<file path="config.mk">
export PLATFORM = sky130hd
export DESIGN_NAME = fwft_sample_fifo
export DESIGN_NICKNAME = d
export VERILOG_FILES = /design/src/rtl/fwft_fifo_pkg.sv /design/src/rtl/sync_delay.sv /design/src/rtl/fwft_store.sv /design/src/rtl/fill_status.sv /design/src/rtl/fwft_sample_fifo.sv
export SDC_FILE = /design/constraint.sdc
export NUM_CORES = 1
export LEC_CHECK = 0
export ABC_AREA = 0
export BUFFER_PORTS_ARGS = -buffer_cell sky130_fd_sc_hd__clkbuf_2
export CORE_MARGIN = 10
export CORE_UTILIZATION = 50
export DETAILED_ROUTE_END_ITERATION = 8
export HOLD_SLACK_MARGIN = 0.02
export PLACE_DENSITY = 0.66
export SLEW_MARGIN = 20
export SYNTH_ARGS = -nofsm -noshare
export SYNTH_HDL_FRONTEND = slang
export SYNTH_SLANG_ARGS = --single-unit
</file>
<file path="constraint.sdc">
create_clock -name clk -period 3.59 [get_ports clk]
set_input_delay 0.359 -clock clk [delete_from_list [all_inputs] [get_ports clk]]
set_output_delay 0.359 -clock clk [all_outputs]
set_load 0.005 [all_outputs]
</file>
<file path="src/rtl/fwft_fifo_pkg.sv">
package fwft_fifo_pkg;

    localparam int SMP_W  = 16;
    localparam int WORD_W = SMP_W + 2;

    typedef struct packed {
        logic             ovf;
        logic             msb_dup;
        logic [SMP_W-1:0] data;
    } sample_word_t;

    typedef enum logic [1:0] {
        FILL_PART  = 2'b00,
        FILL_NONE  = 2'b01,
        FILL_HALF  = 2'b10,
        FILL_ALL   = 2'b11
    } fill_code_t;

    function automatic sample_word_t make_word(input logic [SMP_W-1:0] d,
                                               input logic o);
        sample_word_t w;
        w.ovf     = o;
        w.msb_dup = d[SMP_W-1];
        w.data    = d;
        return w;
    endfunction

endpackage

</file>
<file path="src/rtl/sync_delay.sv">
module sync_delay #(
    parameter int   STAGES  = 2,
    parameter logic RST_VAL = 1'b0
) (
    input  logic clk,
    input  logic rst,
    input  logic async_in,
    output logic level,
    output logic prev_level
);
    logic [STAGES-1:0] chain;

    generate
        if (STAGES == 1) begin : g_one
            always_ff @(posedge clk) begin
                if (rst) chain <= RST_VAL;
                else     chain <= async_in;
            end
        end else begin : g_many
            always_ff @(posedge clk) begin
                if (rst) chain <= {STAGES{RST_VAL}};
                else     chain <= {chain[STAGES-2:0], async_in};
            end
        end
    endgenerate

    always_ff @(posedge clk) begin
        if (rst) prev_level <= RST_VAL;
        else     prev_level <= chain[STAGES-1];
    end

    assign level = chain[STAGES-1];
endmodule

</file>
<file path="src/rtl/fwft_store.sv">
module fwft_store
    import fwft_fifo_pkg::*;
#(
    parameter int DEPTH = 16,
    parameter int CNT_W = $clog2(DEPTH + 1)
) (
    input  logic         clk,
    input  logic         rst,
    input  logic         flush,
    input  logic         push,
    input  logic         step,
    input  logic         retire,
    input  sample_word_t in_word,
    output sample_word_t head_word,
    output logic [CNT_W-1:0] count
);
    localparam int PTR_W = (DEPTH > 1) ? $clog2(DEPTH) : 1;

    sample_word_t     mem [DEPTH];
    logic [PTR_W-1:0] wr_ptr, rd_ptr;
    logic             is_full, is_empty, do_push, do_adv, do_last, do_pop;

    function automatic logic [PTR_W-1:0] bump(input logic [PTR_W-1:0] p);
        return (p == PTR_W'(DEPTH - 1)) ? '0 : p + 1'b1;
    endfunction

    always_comb begin
        is_full  = (count == CNT_W'(DEPTH));
        is_empty = (count == '0);
        do_push  = push && !is_full;
        do_adv   = step && (count > CNT_W'(1));
        do_last  = retire && (count == CNT_W'(1));
        do_pop   = do_adv || do_last;
    end

    always_ff @(posedge clk) begin
        if (rst) begin
            wr_ptr <= '0;
            rd_ptr <= '0;
            count  <= '0;
            for (int i = 0; i < DEPTH; i++) mem[i] <= '0;
        end else if (flush) begin
            wr_ptr <= '0;
            rd_ptr <= '0;
            count  <= '0;
        end else begin
            if (do_push) begin
                mem[wr_ptr] <= in_word;
                wr_ptr      <= bump(wr_ptr);
            end
            if (do_push && (is_empty || do_last))
                rd_ptr <= wr_ptr;
            else if (do_adv)
                rd_ptr <= bump(rd_ptr);
            case ({do_push, do_pop})
                2'b10:   count <= count + 1'b1;
                2'b01:   count <= count - 1'b1;
                default: count <= count;
            endcase
        end
    end

    assign head_word = mem[rd_ptr];
endmodule

</file>
<file path="src/rtl/fill_status.sv">
module fill_status
    import fwft_fifo_pkg::*;
#(
    parameter int DEPTH = 16,
    parameter int CNT_W = $clog2(DEPTH + 1)
) (
    input  logic [CNT_W-1:0] count,
    output fill_code_t       code
);
    localparam int HALF = DEPTH / 2;

    always_comb begin
        if (count == '0)                 code = FILL_NONE;
        else if (count == CNT_W'(DEPTH)) code = FILL_ALL;
        else if (count >= CNT_W'(HALF))  code = FILL_HALF;
        else                             code = FILL_PART;
    end
endmodule

</file>
<file path="src/rtl/fwft_sample_fifo.sv">
module fwft_sample_fifo
    import fwft_fifo_pkg::*;
#(
    parameter int DEPTH       = 16,
    parameter int SYNC_STAGES = 2,
    localparam int CNT_W      = $clog2(DEPTH + 1)
) (
    input  logic              clk,
    input  logic              rst,
    input  logic              fifo_mode,
    input  logic              rd_line,
    input  logic              eoc,
    input  logic [SMP_W-1:0]  conv_data,
    input  logic              conv_ovf,
    output logic [WORD_W-1:0] out_word,
    output logic              stat_hi,
    output logic              stat_lo
);
    logic rd_lvl, rd_prev, eoc_lvl, eoc_prev;
    logic rd_rise, rd_fall, wr_en, flush;
    logic [CNT_W-1:0] fill_count;
    sample_word_t cur_word, head_word;
    fill_code_t   code;

    sync_delay #(.STAGES(SYNC_STAGES), .RST_VAL(1'b1)) u_rd_sync (
        .clk(clk), .rst(rst), .async_in(rd_line),
        .level(rd_lvl), .prev_level(rd_prev)
    );

    sync_delay #(.STAGES(SYNC_STAGES), .RST_VAL(1'b0)) u_eoc_sync (
        .clk(clk), .rst(rst), .async_in(eoc),
        .level(eoc_lvl), .prev_level(eoc_prev)
    );

    always_comb begin
        rd_rise  = fifo_mode && rd_lvl && !rd_prev;
        rd_fall  = fifo_mode && !rd_lvl && rd_prev;
        wr_en    = fifo_mode && !eoc_lvl && eoc_prev;
        flush    = !fifo_mode && !rd_lvl;
        cur_word = make_word(conv_data, conv_ovf);
    end

    fwft_store #(.DEPTH(DEPTH), .CNT_W(CNT_W)) u_store (
        .clk(clk), .rst(rst), .flush(flush),
        .push(wr_en), .step(rd_rise), .retire(rd_fall),
        .in_word(cur_word), .head_word(head_word), .count(fill_count)
    );

    fill_status #(.DEPTH(DEPTH), .CNT_W(CNT_W)) u_status (
        .count(fill_count), .code(code)
    );

    assign out_word = fifo_mode ? head_word : cur_word;
    assign stat_hi  = code[1];
    assign stat_lo  = code[0];
endmodule

</file>
==> results.md <==
- Status: finished, final reports clean
- Core Area: 27100 um^2
- CTS H-tree depth: 2
- Port bufs: 41
- Hpwl dp: around 18000 um
- HP Class: input pin to register
- Row cnt: 60
- Period utilization: 0.8544
- Register area share after synthesis: 0.6232
- WP data arrival: 2.71 ns
- Synth async-reset ratio: 0
- Die Y: around 190 um
- Peak Freq: between 300 and 400 MHz
- Syn Nets: 928
- Mapped Cells: around 900
- Number of flops mapped to enable cells by yosys: between 200 and 300
- RSZ-0062 raised after global routing: false
- CTS Buffer Depth: 3
- LEAKAGE: 0.005553 uW
- Clock Sinks: 295
- Diode count: 0
- Crit end category: output pin
- Setup Fix Bufs, Post-CTS: 0
- Layout fillers: 2111
- Tot GR Track Use: 0.1737
- Ys flop type: edfxtp_1
- CTS root buf: clkbuf_16
- Hold_buf cts: 0
- Total number of vias: 7399
- Vias in the first global route: 7792
- Crit path kind: register to output pin
- Transition time of the tightest slew-check pin: 0.9629 ns
- DIE WIDTH: 186.4 um
- Final Cell Area: between 15000 and 20000 um^2
- Commonest non-fill, non-tap cell in the layout: and2_1
- Synth warn: 0
- Slew Limit Headroom: 0.3581
- Crit path time final: 3.067 ns
- Die Area: 34750 um^2
- Most frequent cells in the layout: and2_1 (273), edfxtp_1 (272), clkbuf_2 (41)
- Clock slew at reported path FFs: 0.06 ns
- Initial antenna violation count: 1
- Initial Util: 0.5108
- Max-Cap Viols: 0
- Largest net degree at the start of global routing: 38
- Placed Area: 14330 um^2
- Antenna Violating Nets Remaining: 0
- Iteration-0 DRC Markers: 555
- RePlAce Congestion: 0.7893
- Layout Skew: 0.01798 ns
- Detailed Route WL: 30570 um
- Avg WL per Cell: 23.04 um
- Peak supply drop: 357.5 uV
- Yosys cell types: 54
- Largest cells by area after synthesis: edfxtp_1 (59%), and2_1 (12%), mux4_2 (6.5%)
- Critical-path maximum fanout: 37
- CTS tree: done
- # nets final: between 900 and 1000
- Synthesized flop and latch total: 295
- Layout area overhead: 11.62%
- Pwr Density: roughly 500 nW/um^2
- Post-synth top area share: 0.5900
- Number of CTS-inserted buffers: 34
- Yosys top cell by area: edfxtp_1
- Post-CTS sizing: 0
- DRT Pass-1 Iters: 4
- Setup violators final: 0
- GRT overflow: 0
- Ports: 42
- Synthesized cell area: 13840 um^2
- Fin. Hold Viols: 0
- CP Data Required Time: 3.23 ns
- Clock latency on the worst-skew pair: 0.51 ns
- Global-route wire length before repair: 47040 um
- Final Max Tran Viols: 0
- Via/cell ratio: 5.576
- Crit path launch type: register
- Drt drc: 0
- Fraction of final layout cells sized beyond drive strength 1: 0.2293
- Sum Neg Setup Slack: 0 ns
- Mean post-synth cell area: around 15 um^2
==> layer usage <==
| layer | up-vias | track usage | part of all wire |
|---|---|---|---|
| met4 | 2 | 0.04565 | 0.016 |
| li1 | 3425 | - | - |
| met3 | 46 | 0.03166 | 0.052 |
| met5 | - | 0 | 0.00026 |
| met1 | 3737 | 0.2325 | 0.44 |
| met2 | 189 | 0.2859 | 0.49 |
==> layout make-up <==
type                            instances  area, um^2  share of cell area
Clock inverter                         19       224.0             0.01449
Multi-Input combinational cell        528        4806              0.3110
Sequential cell                       295        8636              0.5588
Timing Repair Buffer                   65       397.9             0.02575
Clock buffer                           42       902.1             0.05838
Inverter                                6       22.52            0.001457
Tap cell                              372       465.4             0.03012
==> synthesized netlist by cell type (6+ instances only) <==
| cell type | instances |
|---|---|
| and2_1 | 273 |
| edfxtp_1 | 272 |
| mux4_2 | 40 |
| o22ai_1 | 34 |
| clkbuf_1 | 32 |
| mux4_1 | 28 |
| dfxtp_1 | 23 |
| a21oi_1 | 21 |
| or2_2 | 21 |
| mux2_2 | 17 |
| nor2_2 | 12 |
| buf_2 | 11 |
| nor2_1 | 11 |
| ha_1 | 10 |
| buf_6 | 8 |
| inv_1 | 6 |
==> sequential cells by signal, summed over array words and instances, names as in the netlist, named ones only <==
register,flops
u_rd_sync.chain,2
u_store.count,5
u_eoc_sync.chain,2
u_eoc_sync.prev_level,1
u_store.wr_ptr,4
u_store.mem,272
u_store.rd_ptr,4
u_rd_sync.prev_level,1
==> power by group <==
part | total (uW) | internal, uW | switching [uW]
Clock | 3490 | 2150 | 1340
Sequential | 3910 | 3860 | 41.7
Combinational | 334 | 121 | 214
==> critical path, stage by stage (launching register included) <==
cell,delay (ns)
dfxtp_4,0.89
buf_4,0.29
mux4_2,0.51
o22ai_1,0.17
a21oi_1,0.17
clkbuf_2,0.16
==> cell families (layout without fill, tap and decap cells) <==
| family | Yosys count | in the layout | share of synthesized area |
|---|---|---|---|
| AO/OA/AOI/OAI | 74 | 74 | 0.03416 |
| XOR/XNOR | 5 | 5 | 0.003164 |
| adder cells (fa/ha/maj) | 10 | 10 | 0.009038 |
| buffers and inverters | 73 | 132 | 0.02964 |
| flip-flops | 295 | 295 | 0.6232 |
| multiplexers | 90 | 90 | 0.1357 |
| AND/OR/NAND/NOR | 349 | 349 | 0.1651 |
==> path summary, 6_finish.rpt <==
path,startpoint,to,slack (ns),cells past startpoint
hold / removal,rd_line,u_rd_sync.chain[0]$_SDFF_PP1_,0.05,2
setup / recovery,register,out_word[5],0.52,5
setup reg to reg,u_store.count[1]$_SDFFE_PP0P_,u_store.count[3]$_SDFFE_PP0P_,0.79,10
hold reg to reg,u_rd_sync.chain[0]$_SDFF_PP1_,u_rd_sync.chain[1]$_SDFF_PP1_,0.41,1
==> metrics by stage <==
step / util / instances / hold slack (ns) / total power, uW / setup slack [ns]
2_1_floorplan: - / 896 / 0.3895 / 4167 / 0.9990
3_3_place_gp: 0.5287 / 1266 / 0.3934 / 4310 / 0.8575
3_5_place_dp: 0.5287 / 1266 / 0.3937 / 4318 / 0.8053
4_1_cts: 0.5702 / 1327 / 0.04679 / 7790 / 0.5019
5_1_grt: 0.5702 / 1327 / 0.05855 / 7968 / 0.3926
6_report: 0.5702 / 1327 / 0.05447 / 7730 / 0.5228
Note: power is estimated with default switching activity, not from simulation.
